$ cat src/rtl/spi_burst_master_pkg.sv
package spi_burst_master_pkg;
  localparam logic [7:0] CMD_RD_WORD  = 8'h02;
  localparam logic [7:0] CMD_RD_BURST = 8'h04;
  localparam int unsigned HDR_BYTES   = 5;
  localparam int unsigned RD_PAD      = 4;

  typedef enum logic [2:0] {
    ST_IDLE, ST_PLAN, ST_LOAD, ST_SEND, ST_WAIT, ST_GAP
  } eng_st_e;
endpackage

$ cat src/rtl/spi_byte_shifter.sv
module spi_byte_shifter #(
  parameter int unsigned HALF = 2
) (
  input  logic       clk_i,
  input  logic       rst_ni,
  input  logic       start_i,
  input  logic [7:0] tx_i,
  output logic       done_o,
  output logic [7:0] rx_o,
  output logic       sclk_o,
  output logic       mosi_o,
  input  logic       miso_i
);
  localparam int unsigned CW = $clog2(HALF) + 1;

  logic          act_q, sclk_q, done_q;
  logic [CW-1:0] cnt_q;
  logic [2:0]    bit_q;
  logic [7:0]    tx_q, rx_q;

  always_ff @(posedge clk_i or negedge rst_ni) begin
    if (!rst_ni) begin
      act_q  <= 1'b0;
      sclk_q <= 1'b0;
      done_q <= 1'b0;
      cnt_q  <= '0;
      bit_q  <= '0;
      tx_q   <= '0;
      rx_q   <= '0;
    end else begin
      done_q <= 1'b0;
      if (start_i && !act_q) begin
        act_q <= 1'b1;
        cnt_q <= '0;
        bit_q <= '0;
        tx_q  <= tx_i;
      end else if (act_q) begin
        if (cnt_q == CW'(HALF - 1)) begin
          cnt_q <= '0;
          if (!sclk_q) begin
            sclk_q <= 1'b1;
            rx_q   <= {rx_q[6:0], miso_i};
          end else begin
            sclk_q <= 1'b0;
            if (bit_q == 3'd7) begin
              act_q  <= 1'b0;
              done_q <= 1'b1;
            end else begin
              bit_q <= bit_q + 3'd1;
              tx_q  <= {tx_q[6:0], 1'b0};
            end
          end
        end else begin
          cnt_q <= cnt_q + CW'(1);
        end
      end
    end
  end

  assign done_o = done_q;
  assign rx_o   = rx_q;
  assign sclk_o = sclk_q;
  assign mosi_o = tx_q[7];
endmodule

$ cat src/rtl/spi_chunk_plan.sv
module spi_chunk_plan
  import spi_burst_master_pkg::*;
#(
  parameter int unsigned LEN_W     = 16,
  parameter int unsigned MAX_BURST = 240,
  parameter int unsigned CL_W      = 8
) (
  input  logic [2:0]      alo_i,
  input  logic [LEN_W:0]  rem_i,
  input  logic            wr_i,
  output logic [7:0]      cmd_o,
  output logic [CL_W-1:0] clen_o
);
  logic [LEN_W+1:0] sum, up8;
  logic             single;

  always_comb begin
    sum    = {1'b0, rem_i} + (LEN_W+2)'(7);
    up8    = sum & ~(LEN_W+2)'(7);
    single = (alo_i == 3'd4) || (rem_i <= (LEN_W+1)'(4));
    if (single) begin
      cmd_o  = CMD_RD_WORD;
      clen_o = CL_W'(4);
    end else begin
      cmd_o  = CMD_RD_BURST;
      clen_o = (up8 > (LEN_W+2)'(MAX_BURST)) ? CL_W'(MAX_BURST) : up8[CL_W-1:0];
    end
    cmd_o = cmd_o + {7'd0, wr_i};
  end
endmodule

$ cat src/rtl/spi_body_map.sv
module spi_body_map
  import spi_burst_master_pkg::*;
#(
  parameter int unsigned LEN_W = 16,
  parameter int unsigned CL_W  = 8,
  parameter int unsigned KW    = 8
) (
  input  logic [KW-1:0]   k_i,
  input  logic [CL_W-1:0] clen_i,
  input  logic            wr_i,
  input  logic [LEN_W:0]  rem_i,
  output logic            is_body_o,
  output logic            in_rng_o,
  output logic [CL_W-1:0] idx_rel_o,
  output logic            last_o
);
  logic [KW-1:0]   bs, j, tot;
  logic [CL_W-1:0] m;

  always_comb begin
    bs        = wr_i ? KW'(HDR_BYTES) : KW'(HDR_BYTES + RD_PAD);
    j         = k_i - bs;
    is_body_o = (k_i >= bs) && (j < KW'(clen_i));
    // mirror within word: w + s-1-i == j ^ (s-1) for s in {4,8}
    m         = (clen_i == CL_W'(4)) ? CL_W'(3) : CL_W'(7);
    idx_rel_o = j[CL_W-1:0] ^ m;
    in_rng_o  = (LEN_W+1)'(idx_rel_o) < rem_i;
    tot       = KW'(clen_i) + (wr_i ? KW'(HDR_BYTES + 1) : KW'(HDR_BYTES + RD_PAD));
    last_o    = (k_i == tot - KW'(1));
  end
endmodule

$ cat src/rtl/spi_burst_master.sv
module spi_burst_master
  import spi_burst_master_pkg::*;
#(
  parameter int unsigned LEN_W     = 16,
  parameter int unsigned MAX_BURST = 240,
  parameter int unsigned SCK_HALF  = 2
) (
  input  logic             clk_i,
  input  logic             rst_ni,
  input  logic             start_i,
  input  logic             write_i,
  input  logic [31:0]      addr_i,
  input  logic [LEN_W-1:0] len_i,
  output logic             busy_o,
  output logic             done_o,
  output logic             err_o,
  output logic [LEN_W-1:0] buf_addr_o,
  output logic             buf_re_o,
  output logic             buf_we_o,
  output logic [7:0]       buf_wdata_o,
  input  logic [7:0]       buf_rdata_i,
  output logic             sclk_o,
  output logic             cs_no,
  output logic             mosi_o,
  input  logic             miso_i
);
  localparam int unsigned CL_W    = $clog2(MAX_BURST + 1);
  localparam int unsigned KW      = $clog2(MAX_BURST + HDR_BYTES + RD_PAD + 1);
  localparam int unsigned GAP_CYC = 4 * SCK_HALF;
  localparam int unsigned GW      = $clog2(GAP_CYC + 1);

  eng_st_e          st_q;
  logic [31:0]      base_q;
  logic [LEN_W-1:0] len_q;
  logic             wr_q, cs_n_q, done_q, err_q;
  logic [LEN_W:0]   off_q;
  logic [7:0]       cmd_q;
  logic [CL_W-1:0]  clen_q;
  logic [KW-1:0]    k_q;
  logic [GW-1:0]    gap_q;

  logic [31:0]      caddr;
  logic [LEN_W:0]   rem;
  logic [7:0]       pl_cmd, tx_byte, sh_rx;
  logic [CL_W-1:0]  pl_clen, idx_rel;
  logic             is_body, in_rng, last, sh_done, bad;

  assign caddr = base_q + 32'(off_q);
  assign rem   = {1'b0, len_q} - off_q;
  assign bad   = write_i ? (|addr_i[1:0]) : ((|addr_i[1:0]) || (|len_i[1:0]));

  spi_chunk_plan #(.LEN_W(LEN_W), .MAX_BURST(MAX_BURST), .CL_W(CL_W)) u_plan (
    .alo_i (caddr[2:0]),
    .rem_i (rem),
    .wr_i  (wr_q),
    .cmd_o (pl_cmd),
    .clen_o(pl_clen)
  );

  spi_body_map #(.LEN_W(LEN_W), .CL_W(CL_W), .KW(KW)) u_map (
    .k_i      (k_q),
    .clen_i   (clen_q),
    .wr_i     (wr_q),
    .rem_i    (rem),
    .is_body_o(is_body),
    .in_rng_o (in_rng),
    .idx_rel_o(idx_rel),
    .last_o   (last)
  );

  always_comb begin
    tx_byte = 8'h00;
    if (k_q == KW'(0))      tx_byte = cmd_q;
    else if (k_q == KW'(1)) tx_byte = caddr[31:24];
    else if (k_q == KW'(2)) tx_byte = caddr[23:16];
    else if (k_q == KW'(3)) tx_byte = caddr[15:8];
    else if (k_q == KW'(4)) tx_byte = caddr[7:0];
    else if (wr_q && is_body && in_rng) tx_byte = buf_rdata_i;
  end

  spi_byte_shifter #(.HALF(SCK_HALF)) u_shift (
    .clk_i  (clk_i),
    .rst_ni (rst_ni),
    .start_i(st_q == ST_SEND),
    .tx_i   (tx_byte),
    .done_o (sh_done),
    .rx_o   (sh_rx),
    .sclk_o (sclk_o),
    .mosi_o (mosi_o),
    .miso_i (miso_i)
  );

  always_ff @(posedge clk_i or negedge rst_ni) begin
    if (!rst_ni) begin
      st_q   <= ST_IDLE;
      base_q <= '0;
      len_q  <= '0;
      wr_q   <= 1'b0;
      cs_n_q <= 1'b1;
      done_q <= 1'b0;
      err_q  <= 1'b0;
      off_q  <= '0;
      cmd_q  <= '0;
      clen_q <= '0;
      k_q    <= '0;
      gap_q  <= '0;
    end else begin
      done_q <= 1'b0;
      unique case (st_q)
        ST_IDLE: if (start_i) begin
          base_q <= addr_i;
          len_q  <= len_i;
          wr_q   <= write_i;
          off_q  <= '0;
          err_q  <= bad;
          if (bad || len_i == '0) done_q <= 1'b1;
          else                    st_q   <= ST_PLAN;
        end
        ST_PLAN: begin
          cmd_q  <= pl_cmd;
          clen_q <= pl_clen;
          k_q    <= '0;
          cs_n_q <= 1'b0;
          st_q   <= ST_LOAD;
        end
        ST_LOAD: st_q <= ST_SEND;
        ST_SEND: st_q <= ST_WAIT;
        ST_WAIT: if (sh_done) begin
          if (last) begin
            cs_n_q <= 1'b1;
            off_q  <= off_q + (LEN_W+1)'(clen_q);
            gap_q  <= '0;
            st_q   <= ST_GAP;
          end else begin
            k_q  <= k_q + KW'(1);
            st_q <= ST_LOAD;
          end
        end
        ST_GAP: begin
          if (gap_q == GW'(GAP_CYC - 1)) begin
            if (off_q >= {1'b0, len_q}) begin
              done_q <= 1'b1;
              st_q   <= ST_IDLE;
            end else begin
              st_q <= ST_PLAN;
            end
          end else begin
            gap_q <= gap_q + GW'(1);
          end
        end
        default: st_q <= ST_IDLE;
      endcase
    end
  end

  assign busy_o      = (st_q != ST_IDLE);
  assign done_o      = done_q;
  assign err_o       = err_q;
  assign cs_no       = cs_n_q;
  assign buf_addr_o  = off_q[LEN_W-1:0] + LEN_W'(idx_rel);
  assign buf_re_o    = (st_q == ST_LOAD) && wr_q && is_body && in_rng;
  assign buf_we_o    = (st_q == ST_WAIT) && sh_done && !wr_q && is_body && in_rng;
  assign buf_wdata_o = sh_rx;
endmodule

$ cat config.mk
export PLATFORM = sky130hd
export DESIGN_NAME = spi_burst_master
export DESIGN_NICKNAME = d
export VERILOG_FILES = /design/src/rtl/spi_burst_master_pkg.sv /design/src/rtl/spi_byte_shifter.sv /design/src/rtl/spi_chunk_plan.sv /design/src/rtl/spi_body_map.sv /design/src/rtl/spi_burst_master.sv
export SDC_FILE = /design/constraint.sdc
export NUM_CORES = 1
export LEC_CHECK = 0
export BUFFER_PORTS_ARGS = -buffer_cell sky130_fd_sc_hd__buf_2
export CORE_ASPECT_RATIO = 0.9
export CORE_UTILIZATION = 65
export CTS_CLUSTER_SIZE = 24
export DETAILED_ROUTE_END_ITERATION = 10
export PLACE_DENSITY = 0.87
export SLEW_MARGIN = 5
export SYNTH_ARGS = -nofsm -noshare
export SYNTH_HDL_FRONTEND = slang
export SYNTH_SLANG_ARGS = --single-unit
export TNS_END_PERCENT = 1
$ cat constraint.sdc
create_clock -name clk_i -period 7 [get_ports clk_i]
set_input_delay 0.35 -clock clk_i [delete_from_list [all_inputs] [get_ports clk_i]]
set_output_delay 0.35 -clock clk_i [all_outputs]
set_load 0.02 [all_outputs]
* Word-level counts from Yosys, hierarchy flattened
Cells that the tools add are included.
** Word-level totals
- Register bits after elaboration :: 124
- Logic and storage cells :: 164
- Output and inout port bits :: 32
- Input bits :: 61
** Cells by class
- Magnitude comparators :: 6
- Bitwise logic cells :: 3
- Reduce and logical (&&, ||, !) cells :: 37
- Muxes and demuxes :: 63
- Eq/ne operators :: 23
- $add $sub $neg :: 13
** Operators with widths (count)
- $mux 8 :: 15
- $mux 17 :: 3
- $mux 3 :: 12
- $pmux 17 s2 :: 1
- $add 32x17->32 :: 1
- $mux 4 :: 5
- $reduce_and 4->1 :: 5
- $mux 1 :: 19
- $add 17x3->18 const B :: 1
- $gt 18x8->1 const B :: 1
- $pmux 3 s6 :: 1
- $add 17x8->17 :: 1
- $ge 17x16->1 :: 1
- $le 17x3->1 const B :: 1
- $lt 8x17->1 :: 1
- $sub 16x17->17 :: 1
- $add 16x8->16 :: 1
- $eq 8x2->1 const B :: 2
- $eq 8x3->1 const B :: 2
- $logic_not 16->1 :: 1
- $pmux 8 s2 :: 1
- $eq 3x3->1 const B :: 4
- $ne 2x2->1 const B :: 6
- $reduce_bool 2->1 :: 6
- 31 further kinds :: 53

* Longest topological paths before layout
- Depth in word-level cells :: 13
- Mapped depth :: 16

* Cells and area by module
A second synthesis with hierarchy kept.
** Second synthesis, totals
- Cell total of the unflattened synthesis :: 1051
- Area, all modules :: 9685.5 um2
** Modules (own cells, without submodules)
- spi_burst_master :: cells each 773, area each 7241.9 um2, instances 1
- spi_byte_shifter :: cells each 91, area each 1061.0 um2, instances 1
- spi_body_map :: cells each 141, area each 1059.8 um2, instances 1
- spi_chunk_plan :: cells each 46, area each 322.8 um2, instances 1

* Least setup slack after synthesis
OpenSTA, ideal clock, no wires.
- Kind :: flip-flop to output port
- Start point :: reg wr_q
- End point :: out buf_we_o
- Arrival time :: 3.341 ns
- Stages on the path, launching flop included :: 13
- Buffers on the path :: 0
- Path slack :: 3.309 ns
- Data required time :: 6.650 ns
- Path through :: dfrtp_1 inv_1 ha_1 nor2b_1 o21ai_0 nand2b_1 or3_1 xnor2_1 ha_1 a2111oi_0 a21oi_1 and2_1 nor4b_1
** On the way
- Cells in the longest elaborated chain, start to end :: 6
- Elaborated cells between the ends (all ways) :: 11
- Classes of those cells :: 1 x add/sub; 3 x order compare; 1 x mux; 1 x bitwise; 5 x reduce/logical
** Ends and longest elaborated chain
- from (decl) :: RTL line spi_burst_master.sv:35 : logic wr_q, cs_n_q, done_q, err_q;
- from (signal assigned) :: RTL line spi_burst_master.sv:113 : wr_q <= write_i;
- branches (longest 5 deep; another with $lt 8x17->1)
- $logic_and 1x1->1 (*) :: RTL line spi_burst_master.sv:162 : assign buf_we_o = (st_q == ST_WAIT) && sh_done && !wr_q && is_body && in_rng;
- to (decl) :: RTL line spi_burst_master.sv:19 : output logic buf_we_o,
Every way passes the cells marked *.

* Final worst setup path
- Start point :: reg wr_q
- End point :: out buf_addr_o[15]
** On the way
- Cells in the longest elaborated chain, start to end :: 4
** Ends and longest elaborated chain
- $mux 4 :: RTL line spi_body_map.sv:21 : bs = wr_i ? KW'(HDR_BYTES) : KW'(HDR_BYTES + RD_PAD);
- $sub 8x8->8 :: RTL line spi_body_map.sv:22 : j = k_i - bs;
- $xor 8x8->8 :: RTL line spi_body_map.sv:26 : idx_rel_o = j[CL_W-1:0] ^ m;
- $add 16x8->16 :: RTL line spi_burst_master.sv:160 : assign buf_addr_o = off_q[LEN_W-1:0] + LEN_W'(idx_rel);
- to (decl) :: RTL line spi_burst_master.sv:17 : output logic [LEN_W-1:0] buf_addr_o,
No other way between the ends.

==> metrics.cfg <==
[global_route]
antenna_found_initial=0
grt.overflow.total=0
grtUsageTotal_pct=36.2
grt_start_max_net_pins=82
grt_pass1_wl_um=36700
first_global_vias=7327

[timing]
post-route-min-period_ns=4.57
worst_slew_pin_slew_ns=1.02
slew_headroom_pct=31.6
clock_skew_ns=0.00916
fmax_mhz=219
fin_crit_sh_pct=65.3
hold_ws_ns=0.109
setup_tns_ns=0
hold_violations=0
finalSetupViolations=0
fin_ws_ns=2.43
rsz0062_at_grt=no
slew_violations=0

[setup_path]
startpoint_type=flip-flop
cp_common_cell=o21a_1
crit_required_ns=6.65
r2r-start=wr_q
reg2reg_depth=15
cp.arrival_ns=4.22
slowest_delay_ns=0.50
criticalPathCategory=flip-flop to primary output
r2r_slack_ns=2.75
path_buf_inv=2
crit_slowest_cell=dfrtp_1
timing.rr.end=u_shift.tx_q[3]
worst_setup_path_end_kind=primary output
crit_fanout=8
cp_cell_sequence=inv_1 > ha_1 > nor2b_1 > o21ai_0 > nand2b_1 > xnor2_1 > ha_1 > nor2b_1 > o21a_1 > o21a_1 > o21a_1 > o21a_1 > and4_1 > nand4_1 > xnor2_1 > buf_2
crit_family=compound AO/OA/AOI/OAI gates

[floorplanning]
pin_count=93
initial_core_util_pct=68.1
fp.dieH_um=110
die_x_um=122
core-area_sq_um=12300
rows=38
die_area_sq_um=13400

[place]
dp_cells=1211
dp_slack_ns=2.89
gp_congestion=0.927
place_hpwl_um=16700
port_buffers=92
placed_cell_area_sq_um=8930

[clocking]
ctsRootBufferMaster=clkbuf_16
clock_sinks=114
post_cts_resize_count=0
path_clk_slew_ns=0.05
clockBufferDepth=2
postCtsSetupBuffers=0
cts_tree=yes
cts_buffers=17
clock_latency_ns=0.43
htreeDepth=4

[synthesis]
yosys_warnings=0
seq_area_frac_synth_pct=34.0
ys_ff_latch=114
async_reset_ff_share_pct=100
syn-num-nets=1127
synthCells=992
avgSynthCellArea_sq_um=8.45
netlist_area_sq_um=8380
synth_edf_count=0
synth.distinct_cells=76
ys.flop_type=dfrtp_1

[final_layout]
antenna_cells=0
instances_no_fill=1242
stdcell_area_sq_um=9510
drive_above_1_share_pct=14.3
regArea_sq_um=2850
fillers=834
syn_to_final_growth_pct=13.4
layout.nets=1206
multiInputGateArea_sq_um=5190
finish.utilization_pct=77.2

[power]
p_leak_nw=4.63
ir_drop_mv=0.349
finalPower_mw=4.12
p_per_area_nw_per_um2=433

[detailed_routing]
drcViolationCount=0
via_per_inst=6.33
ant_nets=0
wl_per_cell_um=18.6
drtIter0Drc=933
postRouteWirelength_um=23100
vias=7858
drt-pass1-iter-count=6

[worst_hold_path]
min-delay-start=addr_i[12]
holdPathStages=3
hold_path_end=base_q[12]
hold_path_class=input pin to flip-flop

[run]
cap_violations=0

[outcome]
status=completed

==> layout make-up <==
class | instances | area share, %
sequential | 114 | 30.0
inverter | 47 | 1.86
clock buffer | 20 | 4.80
timing repair buffer | 99 | 5.45
tap | 160 | 2.10
clock inverter | 10 | 1.17
multi-input combinational | 792 | 54.6
==> how the worst max path moves through the flow <==
stage / end / slack [ns] / cells after the start / startpoint
finish: buf_addr_o[15] / 2.43 / 16 / wr_q
global route: buf_addr_o[15] / 2.12 / 16 / wr_q
CTS: buf_addr_o[15] / 2.46 / 16 / wr_q
detailed placement: u_shift.tx_q[3] / 2.89 / 15 / wr_q
global placement: u_shift.tx_q[6] / 3.00 / 15 / wr_q
floorplan: buf_we_o / 3.31 / 12 / wr_q
==> routing by layer <==
| layer | global-route usage [%] | vias up | share of wire (%) |
|---|---|---|---|
| li1 | - | 3664 | - |
| met1 | 49.4 | 3725 | 43 |
| met2 | 58.3 | 400 | 46 |
| met3 | 6.69 | 69 | 8.3 |
| met4 | 11.6 | 0 | 2.7 |
| met5 | 0 | - | 0 |
==> layout by cell type (no fill, tap or decap), drive strengths merged, types with 12 or more instances in the layout <==
cell	n
nand2	208
dfrtp	113
buf	98
ha	73
nor2	66
inv	47
a21oi	44
xnor2	43
o21ai	41
xor2	35
nor3	23
nand3	22
a21o	22
clkbuf	20
nand4	13
mux2	12
nor4	12
==> flip-flops by register name (all words and copies together), names as in the netlist, 4 cells and up <==
signal / flops
k_q: 8
len_q: 16
clen_q: 6
u_shift.tx_q: 8
base_q: 32
off_q: 15
gap_q: 4
u_shift.rx_o: 8
==> cells in the mapped netlist (10+ instances only) <==
cell type	number	area share, %
a21o_1	22	2.0
nand3_1	22	1.3
nor4_1	10	0.75
inv_1	47	2.1
nor2_1	66	3.0
clkbuf_1	34	1.5
mux2_2	12	1.6
and3_1	10	0.75
dfrtp_1	113	34
nand4_1	13	0.97
mux2i_1	11	1.3
nor3_1	22	1.3
o21ai_0	41	2.4
ha_1	73	11
a21oi_1	44	2.6
xnor2_1	43	4.5
nand2_1	208	9.3
xor2_1	35	3.7
==> timing repair <==
item                                   CTS  global route
endpoints found under the hold margin   32             0
hold buffers                             1             0
setup endpoints to repair                0             0
==> power breakdown <==
part | switching, mW | total, mW | internal [mW]
clock | 0.319 | 0.853 | 0.535
combinational | 1.30 | 2.13 | 0.830
sequential | 0.229 | 1.13 | 0.898
==> cells by family (layout without fill, tap and decap cells) <==
logic type,after synthesis,after routing,share of synthesized area [%]
muxes,23,23,2.93
adders and majority gates,74,74,11.1
xor gates and xnor gates,78,78,8.15
DFF,114,114,34.0
AOI/OAI and AO/OA,210,210,17.3
and+or+nand+nor,405,405,22.3
buffers and inverters,86,176,4.01
other,2,2,0.0896
==> worst reg2reg max path, stage by stage, from the launching register on <==
cell and delay (ns):
dfrtp_1 0.50, inv_1 0.16, ha_1 0.36, nor2b_1 0.15, o21ai_0 0.13, nand2b_1 0.11, or3_1 0.34, xnor2_1 0.35
ha_1 0.32, a21o_1 0.18, a21oi_1 0.14, o21ai_0 0.14, nor4_1 0.48, a21boi_1 0.48, a2111oi_0 0.19, o22ai_1 0.16
No activity file was read; power rests on OpenSTA's default activity.
